--- src/rtl/sysctl_pkg.sv ---
package sysctl_pkg;
  localparam int DW    = 32;
  localparam int OFF_W = 12;

  localparam logic [15:0] UNLOCK_KEY = 16'hA05F;

  typedef enum logic [3:0] {
    SEL_NONE, SEL_ID, SEL_LED, SEL_LOCK, SEL_CFG0, SEL_CFG1,
    SEL_FLG_SET, SEL_FLG_CLR, SEL_NVF_SET, SEL_NVF_CLR, SEL_RSTCTL, SEL_CONST
  } sel_e;

  function automatic logic zero_rd(input logic [OFF_W-1:0] off);
    return off inside {12'h004, 12'h00C, 12'h010, 12'h014, 12'h018, 12'h01C,
                       12'h024, 12'h048, 12'h04C, 12'h054, 12'h058, 12'h05C,
                       12'h060, 12'h064, 12'h068, 12'h06C, 12'h070, 12'h074,
                       12'h080, 12'h08C, 12'h090, 12'h094, 12'h098, 12'h09C,
                       12'h0C0, 12'h0C4, 12'h0C8, 12'h0CC, 12'h0D0};
  endfunction

  function automatic logic nop_wr(input logic [OFF_W-1:0] off);
    return off inside {12'h00C, 12'h010, 12'h014, 12'h018, 12'h01C, 12'h044,
                       12'h04C, 12'h050, 12'h054, 12'h064, 12'h068, 12'h06C,
                       12'h070, 12'h074, 12'h080, 12'h084, 12'h088, 12'h08C,
                       12'h090, 12'h094, 12'h098, 12'h09C};
  endfunction

  function automatic logic [DW-1:0] const_val(input logic [OFF_W-1:0] off);
    case (off)
      12'h044: return 32'h0000_0001;
      12'h050: return 32'h0000_1000;
      12'h084: return 32'h0200_0000;
      12'h088: return 32'hFF00_0000;
      default: return '0;
    endcase
  endfunction
endpackage

--- src/rtl/sysctl_decode.sv ---
module sysctl_decode
  import sysctl_pkg::*;
#(
  parameter logic [31:0] BASE_ADDR = 32'h1000_0000
) (
  input  logic [31:0]      addr_i,
  output logic             in_win_o,
  output logic [OFF_W-1:0] off_o,
  output sel_e             sel_o,
  output logic             rd_ok_o,
  output logic             wr_ok_o
);
  localparam logic [32:0] WIN_BYTES = 33'(1) << OFF_W;

  logic [31:0] diff;
  assign diff     = addr_i - BASE_ADDR;
  assign in_win_o = {1'b0, diff} < WIN_BYTES;
  assign off_o    = diff[OFF_W-1:0];

  always_comb begin
    sel_o = SEL_NONE;
    if (in_win_o) begin
      case (off_o)
        12'h000: sel_o = SEL_ID;
        12'h008: sel_o = SEL_LED;
        12'h020: sel_o = SEL_LOCK;
        12'h028: sel_o = SEL_CFG0;
        12'h02C: sel_o = SEL_CFG1;
        12'h030: sel_o = SEL_FLG_SET;
        12'h034: sel_o = SEL_FLG_CLR;
        12'h038: sel_o = SEL_NVF_SET;
        12'h03C: sel_o = SEL_NVF_CLR;
        12'h040: sel_o = SEL_RSTCTL;
        12'h044, 12'h050, 12'h084, 12'h088: sel_o = SEL_CONST;
        default: sel_o = SEL_NONE;
      endcase
    end
  end

  always_comb begin
    rd_ok_o = in_win_o && ((sel_o inside {SEL_ID, SEL_LED, SEL_LOCK, SEL_CFG0, SEL_CFG1,
                                          SEL_FLG_SET, SEL_NVF_SET, SEL_RSTCTL, SEL_CONST})
                           || zero_rd(off_o));
    wr_ok_o = in_win_o && ((sel_o inside {SEL_LED, SEL_LOCK, SEL_CFG0, SEL_CFG1, SEL_FLG_SET,
                                          SEL_FLG_CLR, SEL_NVF_SET, SEL_NVF_CLR, SEL_RSTCTL})
                           || nop_wr(off_o));
  end
endmodule

--- src/rtl/sysctl_lock.sv ---
module sysctl_lock
  import sysctl_pkg::*;
(
  input  logic          clk_i,
  input  logic          rst_ni,
  input  logic          wr_i,
  input  logic [DW-1:0] data_i,
  output logic [15:0]   lock_o,
  output logic          unlocked_o
);
  always_ff @(posedge clk_i or negedge rst_ni) begin
    if (!rst_ni)   lock_o <= '0;
    else if (wr_i) lock_o <= (data_i == DW'(UNLOCK_KEY)) ? UNLOCK_KEY
                                                          : (data_i[15:0] & 16'h7FFF);
  end

  assign unlocked_o = (lock_o == UNLOCK_KEY);
endmodule

--- src/rtl/sysctl_flagword.sv ---
module sysctl_flagword
  import sysctl_pkg::*;
(
  input  logic          clk_i,
  input  logic          rst_ni,
  input  logic          set_i,
  input  logic          clr_i,
  input  logic [DW-1:0] data_i,
  output logic [DW-1:0] q_o
);
  always_ff @(posedge clk_i or negedge rst_ni) begin
    if (!rst_ni)     q_o <= '0;
    else if (set_i)  q_o <= q_o | data_i;
    else if (clr_i)  q_o <= q_o & ~data_i;
  end
endmodule

--- src/rtl/sysctl_regs.sv ---
module sysctl_regs
  import sysctl_pkg::*;
#(
  parameter logic [31:0] BASE_ADDR = 32'h1000_0000,
  parameter logic [31:0] ID_VALUE  = 32'h4110_0178
) (
  input  logic        clk_i,
  input  logic        rst_ni,
  input  logic [31:0] addr_i,
  input  logic        wr_en_i,
  input  logic [31:0] wr_data_i,
  input  logic        rd_en_i,
  output logic [31:0] rd_data_o,
  output logic [31:0] led_o,
  output logic        board_rst_o,
  output logic        err_o
);
  localparam int NFLAG   = 2;
  localparam int RST_BIT = 8;

  logic             in_win, rd_ok, wr_ok;
  logic [OFF_W-1:0] off;
  sel_e             sel;

  sysctl_decode #(.BASE_ADDR(BASE_ADDR)) u_dec (
    .addr_i(addr_i), .in_win_o(in_win), .off_o(off), .sel_o(sel),
    .rd_ok_o(rd_ok), .wr_ok_o(wr_ok)
  );

  logic [15:0] lock_val;
  logic        unlocked;

  sysctl_lock u_lock (
    .clk_i(clk_i), .rst_ni(rst_ni), .wr_i(wr_en_i && sel == SEL_LOCK),
    .data_i(wr_data_i), .lock_o(lock_val), .unlocked_o(unlocked)
  );

  logic [NFLAG-1:0]         flg_set, flg_clr;
  logic [NFLAG-1:0][DW-1:0] flags;

  assign flg_set[0] = wr_en_i && sel == SEL_FLG_SET;
  assign flg_clr[0] = wr_en_i && sel == SEL_FLG_CLR;
  assign flg_set[1] = wr_en_i && sel == SEL_NVF_SET;
  assign flg_clr[1] = wr_en_i && sel == SEL_NVF_CLR;

  for (genvar g = 0; g < NFLAG; g++) begin : g_flag
    sysctl_flagword u_flag (
      .clk_i(clk_i), .rst_ni(rst_ni), .set_i(flg_set[g]), .clr_i(flg_clr[g]),
      .data_i(wr_data_i), .q_o(flags[g])
    );
  end

  logic [DW-1:0] led_q, cfg0_q, cfg1_q, rstlvl_q, rd_mux;
  logic          rst_acc;

  assign rst_acc = wr_en_i && sel == SEL_RSTCTL && unlocked;

  always_ff @(posedge clk_i or negedge rst_ni) begin
    if (!rst_ni) begin
      led_q    <= '0;
      cfg0_q   <= '0;
      cfg1_q   <= '0;
      rstlvl_q <= '0;
    end else if (wr_en_i) begin
      if (sel == SEL_LED)  led_q    <= wr_data_i;
      if (sel == SEL_CFG0) cfg0_q   <= wr_data_i;
      if (sel == SEL_CFG1) cfg1_q   <= wr_data_i;
      if (rst_acc)         rstlvl_q <= wr_data_i;
    end
  end

  always_comb begin
    case (sel)
      SEL_ID:      rd_mux = ID_VALUE;
      SEL_LED:     rd_mux = led_q;
      SEL_LOCK:    rd_mux = {16'b0, lock_val};
      SEL_CFG0:    rd_mux = cfg0_q;
      SEL_CFG1:    rd_mux = cfg1_q;
      SEL_FLG_SET: rd_mux = flags[0];
      SEL_NVF_SET: rd_mux = flags[1];
      SEL_RSTCTL:  rd_mux = rstlvl_q;
      SEL_CONST:   rd_mux = const_val(off);
      default:     rd_mux = '0;
    endcase
  end

  always_ff @(posedge clk_i or negedge rst_ni) begin
    if (!rst_ni) begin
      rd_data_o   <= '0;
      err_o       <= 1'b0;
      board_rst_o <= 1'b0;
    end else begin
      rd_data_o   <= (rd_en_i && rd_ok) ? rd_mux : '0;
      err_o       <= in_win && ((rd_en_i && !rd_ok) || (wr_en_i && !wr_ok));
      board_rst_o <= rst_acc && wr_data_i[RST_BIT];
    end
  end

  assign led_o = led_q;
endmodule

--- config.mk ---
export PLATFORM = sky130hd
export DESIGN_NAME = sysctl_regs
export DESIGN_NICKNAME = d
export VERILOG_FILES = /design/src/rtl/sysctl_pkg.sv /design/src/rtl/sysctl_decode.sv /design/src/rtl/sysctl_lock.sv /design/src/rtl/sysctl_flagword.sv /design/src/rtl/sysctl_regs.sv
export SDC_FILE = /design/constraint.sdc
export NUM_CORES = 1
export LEC_CHECK = 0
export BUFFER_PORTS_ARGS = -buffer_cell sky130_fd_sc_hd__clkbuf_2
export CAP_MARGIN = 15
export CORE_AREA = 5 5 158 198
export CTS_BUF_LIST = sky130_fd_sc_hd__clkbuf_4
export CTS_CLUSTER_SIZE = 20
export DETAILED_ROUTE_END_ITERATION = 6
export DIE_AREA = 0 0 163 203
export SYNTH_ARGS = -nofsm -noshare
export SYNTH_HDL_FRONTEND = slang
export SYNTH_SLANG_ARGS = --single-unit
--- constraint.sdc ---
create_clock -name clk_i -period 3.15 [get_ports clk_i]
set_input_delay 0.1575 -clock clk_i [delete_from_list [all_inputs] [get_ports clk_i]]
set_output_delay 0.1575 -clock clk_i [all_outputs]
set_load 0.03 [all_outputs]
==> impl_table.tex, run 1 <==
\begin{tabular}{lr}
\hline
Metric & Value \\
\hline
\multicolumn{2}{l}{\textbf{Run status}} \\
\quad Result of the run & complete, no violations \\
\multicolumn{2}{l}{\textbf{Min path}} \\
\quad Type of the worst min-delay path & in -> async \\
\multicolumn{2}{l}{\textbf{Die}} \\
\quad Width of the die & 163 µm \\
\quad Initial cell density of the core & 0.394 \\
\quad Die Outline Area & 0.0331 mm² \\
\quad I/O pins & 134 \\
\quad Number of cell rows & 70 \\
\quad Height of the die & 203 µm \\
\quad Core area & 0.0291 mm² \\
\multicolumn{2}{l}{\textbf{Critical path}} \\
\quad Endpoint kind of the worst setup timing path & register \\
\quad WP data arrival & 3130 ps \\
\quad Capture instance of the worst register-to-register path & rstlvl\_q[31] \\
\quad Reg2Reg Depth & 5 \\
\quad Crit path max fanout & 21 \\
\quad Required time of the critical path & 3710 ps \\
\quad Crit Reg-Reg Startpoint & u\_lock.lock\_o[10] \\
\quad Worst setup path category & reg -> reg \\
\quad Worst reg2reg setup slack & 580 ps \\
\quad Startpoint type of the worst setup path & register \\
\multicolumn{2}{l}{\textbf{Power and ir drop}} \\
\quad Maximum vdd ir drop & 0.247 mV \\
\quad Sequential share of power & 0.525 \\
\quad Switching Power & 1.47 mW \\
\quad Pwr per Cell Area & 430 mW/mm² \\
\quad Post-layout power & 5.92 mW \\
\quad Sw Share & 0.248 \\
\quad Leakage Power & 6.55 nW \\
\quad Combinational power share & 0.047 \\
\quad Internal cell power & 4.45 mW \\
\quad Clock group share of total power & 0.429 \\
\multicolumn{2}{l}{\textbf{Final layout}} \\
\quad Syn-to-layout area delta & 20.3\% \\
\quad Fraction of final layout cells with drive strength greater than 1 & 0.352 \\
\quad Number of nets at the end of the flow & 1262 \\
\quad Fill cells & 2718 \\
\quad Most frequent standard cell in the layout excluding fill and tap cells & dfrtp\_1 \\
\quad Highest-count cells in the layout ignoring fill and taps & dfrtp\_1, nand2\_1, clkbuf\_2, mux2\_2, clkbuf\_4 \\
\quad Area of all placed cells without fillers & 0.0138 mm² \\
\multicolumn{2}{l}{\textbf{Logic synthesis}} \\
\quad Post-synthesis register bit count & 242 \\
\quad Synth cell types & 60 \\
\quad Asr flop ratio synth & 1.00 \\
\quad Post-synthesis net count & 1065 \\
\quad Predominant post-synthesis flop cell & dfrtp\_1 \\
\quad Synthesized area per cell & 11.5 µm² \\
\quad Sequential share of the synthesized area & 0.529 \\
\quad Post-Synthesis Cells & 997 \\
\quad Number of flops mapped to enable cells by yosys & 0 \\
\quad Synth Warn \# & 0 \\
\quad Combined area of all synthesized cells & 0.0115 mm² \\
\multicolumn{2}{l}{\textbf{Clocking}} \\
\quad Post-CTS setup buffers & 0 \\
\quad Clock buffers created by TritonCTS & 60 \\
\quad CTS Hold Buffers Added & 35 \\
\quad Clock edge transition at the registers on the reported setup and hold paths & 70 ps \\
\quad Maximum level of the CTS H-tree & 2 \\
\quad Maximum count of clock buffers along a single path & 3 \\
\quad Library cell used as clock root buffer & clkbuf\_4 \\
\quad Post-cts sizing count & 0 \\
\quad Later-pin clock latency in the skew report & 710 ps \\
\quad Clk sink count & 242 \\
\quad Clock tree from TritonCTS & done \\
\multicolumn{2}{l}{\textbf{STA}} \\
\quad Number of endpoints failing setup at the final stage & 0 \\
\quad Final Max Slew Viols & 0 \\
\quad Setup TNS Final & 0 ps \\
\quad Post-route minimum period & 2570 ps \\
\quad Ratio of final minimum period to clock period & 0.817 \\
\quad Worst-case clock skew & 36.2 ps \\
\quad FMAX & 389 MHz \\
\quad RSZ-0062 raised after global routing & no \\
\quad Worst-case headroom to the max-slew limit & 0.437 \\
\quad Number of hold violations in the final report & 0 \\
\quad Worst-margin pin slew & 843 ps \\
\multicolumn{2}{l}{\textbf{Job}} \\
\quad MaxCap Viol Count & 0 \\
\multicolumn{2}{l}{\textbf{Global route}} \\
\quad Largest net degree at the start of global routing & 92 \\
\quad Grt ovf & 0 \\
\quad First-pass GRT wire length & 53000 µm \\
\quad Antenna violations before repair & 1 \\
\quad Vias in the first global route & 9206 \\
\quad Total global-route track usage & 0.202 \\
\multicolumn{2}{l}{\textbf{Routing}} \\
\quad Drt first pass iters & 7 \\
\quad Final antenna-violating net count & 0 \\
\quad Post-detailed-route via-to-cell ratio & 5.48 \\
\quad Total Wirelength & 33800 µm \\
\quad Number of vias after detailed routing & 8936 \\
\quad Final routed DRC violation total & 0 \\
\quad Routed wirelength normalized by instance count & 20.8 µm \\
\quad Count of routing violations after the opening detailed-route iteration & 854 \\
\multicolumn{2}{l}{\textbf{Placement}} \\
\quad Placement-stage cell area & 0.0127 mm² \\
\quad Final RePlAce weighted congestion & 0.880 \\
\quad Post-DP HPWL & 22400 µm \\
\quad Number of buffer cells added on primary ports & 133 \\
\hline
\end{tabular}
-- power groups by stage --
stage               clock network (mW)  logic, mW  registers (mW)
finish                            2.54      0.276            3.11
global route                      2.75      0.306            3.10
CTS                               2.62      0.280            3.11
detailed placement                   0      0.245            3.17
global placement                     0      0.244            3.17
floorplan                            0     0.0791            3.17
-- worst max-delay path by stage --
stage                                  from           end  slack (ps)  cells past startpoint
after floorplan                   addr_i[6]  rstlvl_q[10]         860                     10
after global placement            addr_i[9]  rstlvl_q[16]         360                      8
after detailed placement          addr_i[6]  rstlvl_q[30]         360                      9
after CTS                 u_lock.lock_o[10]  rstlvl_q[31]         580                      5
after global routing      u_lock.lock_o[10]  rstlvl_q[31]         580                      5
final                     u_lock.lock_o[10]  rstlvl_q[31]         580                      5
-- synthesized netlist by cell type, types with 6 or more instances --
library cell	n	area [µm²]
nor4_1	12	75.1
nand3_1	15	75.1
o21ai_0	55	275
dfrtp_1	242	6060
a31oi_1	9	56.3
a22o_1	32	280
mux2_4	59	886
nand4_1	9	56.3
a21oi_1	43	215
a41oi_1	11	96.3
a222oi_1	30	300
nor3_1	6	30.0
nor2b_1	6	37.5
mux2_2	87	980
a22oi_1	9	67.6
nand2_1	150	563
and2_1	13	81.3
buf_6	7	78.8
a32oi_1	9	78.8
buf_2	40	200
nor2_1	33	124
clkbuf_1	37	139
-- per-stage QoR --
stage	setup slack [ps]	hold WS, ps	instances	util
after global placement	362	240	1493	0.437
after floorplan	856	-138	997	-
final	578	84.2	1630	0.474
after CTS	583	49.1	1629	0.474
after global routing	584	106	1630	0.474
after detailed placement	356	246	1493	0.437
-- kinds of logic (layout without fill, tap and decap cells) --
group	Yosys count	in the layout	share of synthesized area
flip-flops	242	242	0.529
AND/OR/NAND/NOR	285	285	0.123
XOR/XNOR	3	3	0.00229
buffers and inverters	91	327	0.0388
multiplexers	152	152	0.169
other	0	1	0
AO/OA/AOI/OAI	224	224	0.139
-- critical path, stage by stage, from the launching register on --
cell	delay, ps
dfrtp_1	400
nor4_1	470
nand4_1	210
or4_2	700
buf_4	310
mux2_2	320
-- area by class of cell --
| class | count | area, µm² | area share |
|---|---|---|---|
| clock buffers | 80 | 601 | 0.0436 |
| clock inverters | 21 | 111 | 0.00808 |
| well taps | 396 | 495 | 0.0360 |
| multi-input cells | 664 | 4990 | 0.362 |
| inverters | 4 | 15.0 | 0.00109 |
| diodes | 1 | 2.50 | 0.000182 |
| repair buffers | 222 | 1510 | 0.109 |
| flip-flops and latches | 242 | 6060 | 0.439 |
-- metal layers --
metal  vias up  global-route usage  wire, µm
li1       4080                   -         -
met5         -                   0         0
met4         0              0.0587       775
met1      4474               0.267     14300
met2       321               0.343     17000
met3        61              0.0327      1770
No activity file was read; power rests on OpenSTA's default activity.
==> run 2, diff against run 1 <==
--- a/config.mk
+++ b/config.mk
@@ -5,13 +5,14 @@
 export SDC_FILE = /design/constraint.sdc
 export NUM_CORES = 1
 export LEC_CHECK = 0
+export ABC_AREA = 1
 export BUFFER_PORTS_ARGS = -buffer_cell sky130_fd_sc_hd__clkbuf_2
 export CAP_MARGIN = 15
-export CORE_AREA = 5 5 158 198
+export CORE_AREA = 5 5 160 201
 export CTS_BUF_LIST = sky130_fd_sc_hd__clkbuf_4
 export CTS_CLUSTER_SIZE = 20
 export DETAILED_ROUTE_END_ITERATION = 6
-export DIE_AREA = 0 0 163 203
+export DIE_AREA = 0 0 165 206
 export SYNTH_ARGS = -nofsm -noshare
 export SYNTH_HDL_FRONTEND = slang
 export SYNTH_SLANG_ARGS = --single-unit
==> constraint.sdc (replaced) <==
create_clock -name clk_i -period 2.5 [get_ports clk_i]
set_input_delay 0.125 -clock clk_i [delete_from_list [all_inputs] [get_ports clk_i]]
set_output_delay 0.125 -clock clk_i [all_outputs]
set_load 0.03 [all_outputs]
==> impl_table.tex, run 2 <==
\begin{tabular}{lr}
\hline
Metric & Value \\
\hline
\multicolumn{2}{l}{\textbf{Placement}} \\
\quad Final RePlAce weighted congestion & 0.932 \\
\quad Number of buffer cells added on primary ports & 133 \\
\quad Post-DP HPWL & 27400 µm \\
\quad Dpl ws & -10.2 ps \\
\multicolumn{2}{l}{\textbf{Global route}} \\
\quad Grt ovf & 0 \\
\quad First-pass GRT wire length & 63500 µm \\
\quad Vias in the first global route & 11100 \\
\quad Largest net degree at the start of global routing & 66 \\
\quad Antenna violations before repair & 1 \\
\quad Total global-route track usage & 0.242 \\
\multicolumn{2}{l}{\textbf{STA}} \\
\quad RSZ-0062 raised after global routing & no \\
\quad Final Worst Setup Slack & 65.9 ps \\
\quad Post-route minimum period & 2430 ps \\
\quad Number of hold violations in the final report & 0 \\
\quad Final Max Slew Viols & 0 \\
\quad Worst-margin pin slew & 556 ps \\
\quad Worst-case clock skew & 36.0 ps \\
\quad FMAX & 411 MHz \\
\quad Worst-case headroom to the max-slew limit & 0.629 \\
\quad Number of endpoints failing setup at the final stage & 0 \\
\quad Ratio of final minimum period to clock period & 0.974 \\
\multicolumn{2}{l}{\textbf{Logic synthesis}} \\
\quad Synth Warn \# & 0 \\
\quad Predominant post-synthesis flop cell & dfrtp\_1 \\
\quad Sequential share of the synthesized area & 0.511 \\
\quad Asr flop ratio synth & 1.00 \\
\quad Dominant cell by count in the synthesized netlist & nand2\_1 \\
\quad Combined area of all synthesized cells & 0.0119 mm² \\
\quad Leading cell types by total area after synthesis & dfrtp\_1, nand2\_1, o21ai\_0, nand4\_1, nor2\_1 \\
\quad Post-synthesis net count & 1496 \\
\quad Area share of the leading cell type in the synthesized netlist & 0.511 \\
\quad Number of flops mapped to enable cells by yosys & 0 \\
\quad Most area-hungry cell type in the Yosys netlist & dfrtp\_1 \\
\quad Post-synthesis register bit count & 242 \\
\quad Synthesized area per cell & 8.30 µm² \\
\quad Post-Synthesis Cells & 1428 \\
\quad Synth cell types & 42 \\
\quad Leading post-synthesis cells by instance count & nand2\_1, dfrtp\_1, nor2\_1 \\
\multicolumn{2}{l}{\textbf{Clocking}} \\
\quad Clock edge transition at the registers on the reported setup and hold paths & 80 ps \\
\quad Library cell used as clock root buffer & clkbuf\_4 \\
\quad Maximum count of clock buffers along a single path & 3 \\
\quad Clock tree from TritonCTS & done \\
\quad Later-pin clock latency in the skew report & 730 ps \\
\quad Clk sink count & 242 \\
\quad Post-cts sizing count & 0 \\
\quad Clock buffers created by TritonCTS & 59 \\
\quad Maximum level of the CTS H-tree & 2 \\
\multicolumn{2}{l}{\textbf{Die}} \\
\quad Die Outline Area & 0.0340 mm² \\
\quad Width of the die & 165 µm \\
\quad Initial cell density of the core & 0.397 \\
\quad I/O pins & 134 \\
\quad Number of cell rows & 71 \\
\quad Core area & 0.0298 mm² \\
\quad Height of the die & 206 µm \\
\multicolumn{2}{l}{\textbf{Critical path}} \\
\quad Worst setup path category & in -> reg \\
\quad Launching instance or port of the critical path & addr\_i[28] \\
\quad Worst path bufs/invs & 6 \\
\quad Startpoint type of the worst setup path & input port \\
\quad WP data arrival & 3080 ps \\
\quad Endpoint kind of the worst setup timing path & register \\
\quad Required time of the critical path & 3140 ps \\
\quad Worst path cell trace & dlygate4sd3\_1 > clkbuf\_2 > nand3b\_1 > nor2\_1 > nand3\_1 > dlygate4sd3\_1 > buf\_4 > nor2\_2 > nand3\_1 > nand2\_1 > nor2\_1 > a21boi\_0 > buf\_4 > nand2\_1 > inv\_1 \\
\quad Critical-path top delay cell & dlygate4sd3\_1 \\
\quad Largest stage delay, worst path & 590 ps \\
\quad Crit Reg-Reg Startpoint & u\_lock.lock\_o[14] \\
\quad Crit path max fanout & 4 \\
\quad Cell family with the largest share of critical-path delay & buffers and inverters \\
\multicolumn{2}{l}{\textbf{Min path}} \\
\quad Type of the worst min-delay path & in -> async \\
\multicolumn{2}{l}{\textbf{Routing}} \\
\quad Post-detailed-route via-to-cell ratio & 5.27 \\
\quad Final antenna-violating net count & 0 \\
\quad Final routed DRC violation total & 0 \\
\quad Routed wirelength normalized by instance count & 19.3 µm \\
\quad Drt first pass iters & 5 \\
\quad Number of vias after detailed routing & 11100 \\
\quad Total Wirelength & 40600 µm \\
\quad Count of routing violations after the opening detailed-route iteration & 823 \\
\multicolumn{2}{l}{\textbf{Power and ir drop}} \\
\quad Maximum vdd ir drop & 0.346 mV \\
\quad Pwr per Cell Area & 514 mW/mm² \\
\quad Post-layout power & 7.48 mW \\
\quad Leakage Power & 7.26 nW \\
\multicolumn{2}{l}{\textbf{Run status}} \\
\quad Result of the run & complete, no violations \\
\multicolumn{2}{l}{\textbf{Final layout}} \\
\quad Highest-count cells in the layout ignoring fill and taps & nand2\_1, dfrtp\_1, nor2\_1, o21ai\_0, clkbuf\_2 \\
\quad Syn-to-layout area delta & 22.7\% \\
\quad Most frequent standard cell in the layout excluding fill and tap cells & nand2\_1 \\
\quad Number of nets at the end of the flow & 1722 \\
\quad Fraction of final layout cells with drive strength greater than 1 & 0.210 \\
\multicolumn{2}{l}{\textbf{Job}} \\
\quad MaxCap Viol Count & 0 \\
\hline
\end{tabular}
-- run 2: cell count changes after synthesis, sizes merged, moves of 30 or more --
cell,change
inv,+138
a222oi,-30
a22o,-32
o21ai,+141
nand4,+93
nand3,+92
nand2,+128
mux2,-150
nor2,+132
-- run 2: path summary, 6_finish.rpt --
check	to	slack, ps	depth (start not counted)
max in group asynchronous	asynchronous set/reset pin	2130	3
setup / recovery	rd_data_o[30]	70	15
setup reg to reg	rstlvl_q[8]	670	7
min in group clk_i	led_o[14]	80	4
hold reg to reg	cfg0_q[26]	490	2
hold / removal	u_lock.lock_o[8]	50	3
-- run 2: per-stage QoR --
step	instance area (µm²)	instances	hold WS, ps	util	TNS, ps
after floorplan	11900	1428	-171	-	0
after global placement	13400	1957	123	0.450	-85.0
after CTS	14500	2099	9.58	0.487	0
final	14500	2100	50.9	0.487	0
after detailed placement	13400	1957	125	0.450	-10.2
after global routing	14500	2100	37.6	0.487	0
-- run 2: cell families (layout without fill, tap and decap cells) --
| logic type | Yosys count | count (layout) | synth area share |
|---|---|---|---|
| flip-flops | 242 | 242 | 0.511 |
| other | 0 | 1 | 0 |
| AO/OA/AOI/OAI | 273 | 273 | 0.126 |
| buffers and inverters | 222 | 492 | 0.0795 |
| multiplexers | 19 | 19 | 0.0160 |
| AND/OR/NAND/NOR | 672 | 672 | 0.268 |
-- run 2: layout make-up --
| type | count | area, µm² |
|---|---|---|
| antenna | 1 | 2.50 |
| clock buffer | 80 | 601 |
| clock inverter | 25 | 125 |
| fill | 3020 | 15300 |
| inverter | 143 | 539 |
| multi-input combinational | 964 | 4880 |
| sequential | 242 | 6060 |
| tap | 401 | 502 |
| timing repair buffer | 244 | 1840 |
-- run 2: tightest hold or removal path, cell delays in order --
cell and delay [ps]:
dlygate4sd3_1 560, buf_8 170, buf_12 320
-- run 2: repair_timing --
action | CTS | global route
endpoints found under the setup margin | 0 | 0
hold buffers | 37 | 0
buffers inserted | 0 | 0
endpoints found under the hold margin | 452 | 0
-- run 2: routing by layer --
layer	GRT usage	routed length, µm	vias up
li1	-	-	5263
met1	0.320	17100	5272
met4	0.0921	1220	0
met5	0	0	-
met2	0.403	19500	462
met3	0.0317	2800	78
-- run 2: power by group --
group	internal, mW	total, mW	leakage [nW]	switching (mW)
combinational	0.113	0.360	3.55	0.247
clock	1.59	3.21	0.432	1.62
sequential	3.91	3.91	3.27	0.0000000778
total	5.61	7.48	7.26	1.86
==> run 3, diff against run 2 <==
==> constraint.sdc (replaced) <==
create_clock -name clk_i -period 2.5 [get_ports clk_i]
set_input_delay 0.5 -clock clk_i [delete_from_list [all_inputs] [get_ports clk_i]]
set_output_delay 0.5 -clock clk_i [all_outputs]
set_load 0.05 [all_outputs]
==> impl_table.tex, run 3 (synthesized netlist as in run 2, its figures left out) <==
\begin{tabular}{lr}
\hline
Metric & Value \\
\hline
\multicolumn{2}{l}{\textbf{Run status}} \\
\quad Result of the run & complete, no violations \\
\multicolumn{2}{l}{\textbf{Die}} \\
\quad Width of the die & 165 µm \\
\quad Height of the die & 206 µm \\
\quad Initial cell density of the core & 0.397 \\
\quad Die Outline Area & 0.0340 mm² \\
\quad Core area & 0.0298 mm² \\
\quad I/O pins & 134 \\
\quad Number of cell rows & 71 \\
\multicolumn{2}{l}{\textbf{Min path}} \\
\quad Min-Delay Path Depth & 3 \\
\quad Hold Crit Endpoint & cfg0\_q[31] \\
\quad Type of the worst min-delay path & in -> reg \\
\quad HP Start & wr\_data\_i[31] \\
\multicolumn{2}{l}{\textbf{Clocking}} \\
\quad Post-cts sizing count & 0 \\
\quad Clock tree from TritonCTS & done \\
\quad Maximum count of clock buffers along a single path & 3 \\
\quad Clock edge transition at the registers on the reported setup and hold paths & 60 ps \\
\quad Clk sink count & 242 \\
\quad Maximum level of the CTS H-tree & 2 \\
\quad CTS Hold Buffers Added & 18 \\
\quad Library cell used as clock root buffer & clkbuf\_4 \\
\quad Post-CTS setup buffers & 0 \\
\quad Clock buffers created by TritonCTS & 58 \\
\quad Later-pin clock latency in the skew report & 720 ps \\
\multicolumn{2}{l}{\textbf{Final layout}} \\
\quad Number of nets at the end of the flow & 1773 \\
\quad Combined area of the multi-input logic cells & 0.00488 mm² \\
\quad Finished Layout Cells & 2150 \\
\quad Fraction of final layout cells with drive strength greater than 1 & 0.245 \\
\quad Highest-count cells in the layout ignoring fill and taps & nand2\_1, dfrtp\_1, nor2\_1, o21ai\_0, clkbuf\_2 \\
\quad Syn-to-layout area delta & 26.8\% \\
\quad Finished Core Util & 0.504 \\
\quad Register Area & 0.00606 mm² \\
\quad Most frequent standard cell in the layout excluding fill and tap cells & nand2\_1 \\
\quad Fill cells & 2903 \\
\multicolumn{2}{l}{\textbf{Routing}} \\
\quad Post-detailed-route via-to-cell ratio & 5.27 \\
\quad Final antenna-violating net count & 0 \\
\quad Number of vias after detailed routing & 11300 \\
\quad Count of routing violations after the opening detailed-route iteration & 1086 \\
\quad Final routed DRC violation total & 0 \\
\quad Drt first pass iters & 7 \\
\quad Total Wirelength & 40300 µm \\
\quad Routed wirelength normalized by instance count & 18.7 µm \\
\multicolumn{2}{l}{\textbf{Global route}} \\
\quad GRT busiest layer & met2 \\
\quad Global-route met2 utilization & 0.387 \\
\quad Largest net degree at the start of global routing & 68 \\
\quad Grt ovf & 0 \\
\quad First-pass GRT wire length & 63600 µm \\
\quad Met3 routing resource usage after global routing & 0.0373 \\
\quad Vias in the first global route & 11400 \\
\quad Total global-route track usage & 0.240 \\
\quad Antenna violations before repair & 1 \\
\quad Met1 usage in global routing & 0.324 \\
\multicolumn{2}{l}{\textbf{Critical path}} \\
\quad Endpoint kind of the worst setup timing path & register \\
\quad Cell repeated most along the worst path & nand2\_1 \\
\quad Startpoint type of the worst setup path & input port \\
\quad Worst setup path category & in -> reg \\
\quad Reg2Reg Depth & 7 \\
\quad Required time of the critical path & 3050 ps \\
\quad Worst path cell trace & clkbuf\_2 > nand2\_1 > clkinv\_1 > nand2\_1 > nor2\_1 > o21ai\_1 > nand3\_4 > buf\_4 > inv\_4 > nand4\_2 > inv\_2 > nand2\_2 > buf\_12 > nand2\_1 > o21ai\_0 \\
\quad Largest stage delay, worst path & 360 ps \\
\quad Crit path max fanout & 35 \\
\quad WP data arrival & 2690 ps \\
\quad Critical-path top delay cell & inv\_2 \\
\quad Capture instance of the worst register-to-register path & rstlvl\_q[25] \\
\quad Worst reg2reg setup slack & 720 ps \\
\quad Crit Reg-Reg Startpoint & u\_lock.lock\_o[9] \\
\multicolumn{2}{l}{\textbf{STA}} \\
\quad FMAX & 469 MHz \\
\quad Worst-margin pin slew & 584 ps \\
\quad Final Max Slew Viols & 0 \\
\quad Post-route minimum period & 2130 ps \\
\quad Worst-case clock skew & 36.6 ps \\
\quad Post-Route Hold Slack & 58.2 ps \\
\quad RSZ-0062 raised after global routing & no \\
\quad Worst-case headroom to the max-slew limit & 0.611 \\
\quad Setup TNS Final & 0 ps \\
\quad Number of hold violations in the final report & 0 \\
\quad Number of endpoints failing setup at the final stage & 0 \\
\quad Ratio of final minimum period to clock period & 0.852 \\
\multicolumn{2}{l}{\textbf{Placement}} \\
\quad Final RePlAce weighted congestion & 0.893 \\
\quad Cell total after placement & 2028 \\
\quad Post-DP HPWL & 28100 µm \\
\quad Number of buffer cells added on primary ports & 133 \\
\multicolumn{2}{l}{\textbf{Job}} \\
\quad MaxCap Viol Count & 0 \\
\multicolumn{2}{l}{\textbf{Power and ir drop}} \\
\quad Pwr per Cell Area & 506 mW/mm² \\
\quad Maximum vdd ir drop & 0.303 mV \\
\quad Leakage Power & 7.58 nW \\
\quad Post-layout power & 7.61 mW \\
\hline
\end{tabular}
==> run 3: power breakdown <==
| part | internal, mW | switching, mW |
|---|---|---|
| registers | 3.91 | 0.0000000869 |
| clock network | 1.71 | 1.61 |
| logic | 0.120 | 0.245 |
==> run 3: final cells by class <==
| type | count | share of cell area |
|---|---|---|
| clock buffer | 82 | 0.0409 |
| timing repair buffer | 296 | 0.153 |
| tap | 401 | 0.0334 |
| sequential | 242 | 0.403 |
| clock inverter | 21 | 0.00899 |
| multi-input combinational | 964 | 0.324 |
| inverter | 143 | 0.0359 |
| antenna | 1 | 0.000166 |
==> run 3: worst max path at each step <==
stage / start / endpoint / slack, ps / cells past startpoint
after floorplan: addr_i[11] / cfg0_q[13] / 170 / 13
after global placement: addr_i[4] / board_rst_o / -260 / 14
after detailed placement: addr_i[4] / rstlvl_q[25] / -240 / 15
after CTS: led_o[3] / led_o[3] / 460 / 1
after global routing: addr_i[4] / rstlvl_q[29] / 300 / 15
final: addr_i[4] / rstlvl_q[25] / 370 / 15
==> run 3: per-layer routing <==
metal	vias up	share of wire
li1	5383	-
met1	5432	0.42
met2	435	0.47
met3	84	0.069
met4	0	0.036
met5	-	0
==> run 3: stage by stage <==
stage          worst slack, ps  instance area [µm²]
3_5_place_dp              -238                14100
2_1_floorplan              173                11900
4_1_cts                    459                15000
6_report                   369                15000
5_1_grt                    297                15000
3_3_place_gp              -258                14100
==> run 3: worst max-delay path, delay by kind of cell <==
kind | cells | cell delay, ps
buffers and inverters | 6 | 1020
and+or+nand+nor | 7 | 760
AOI/OAI and AO/OA | 2 | 350
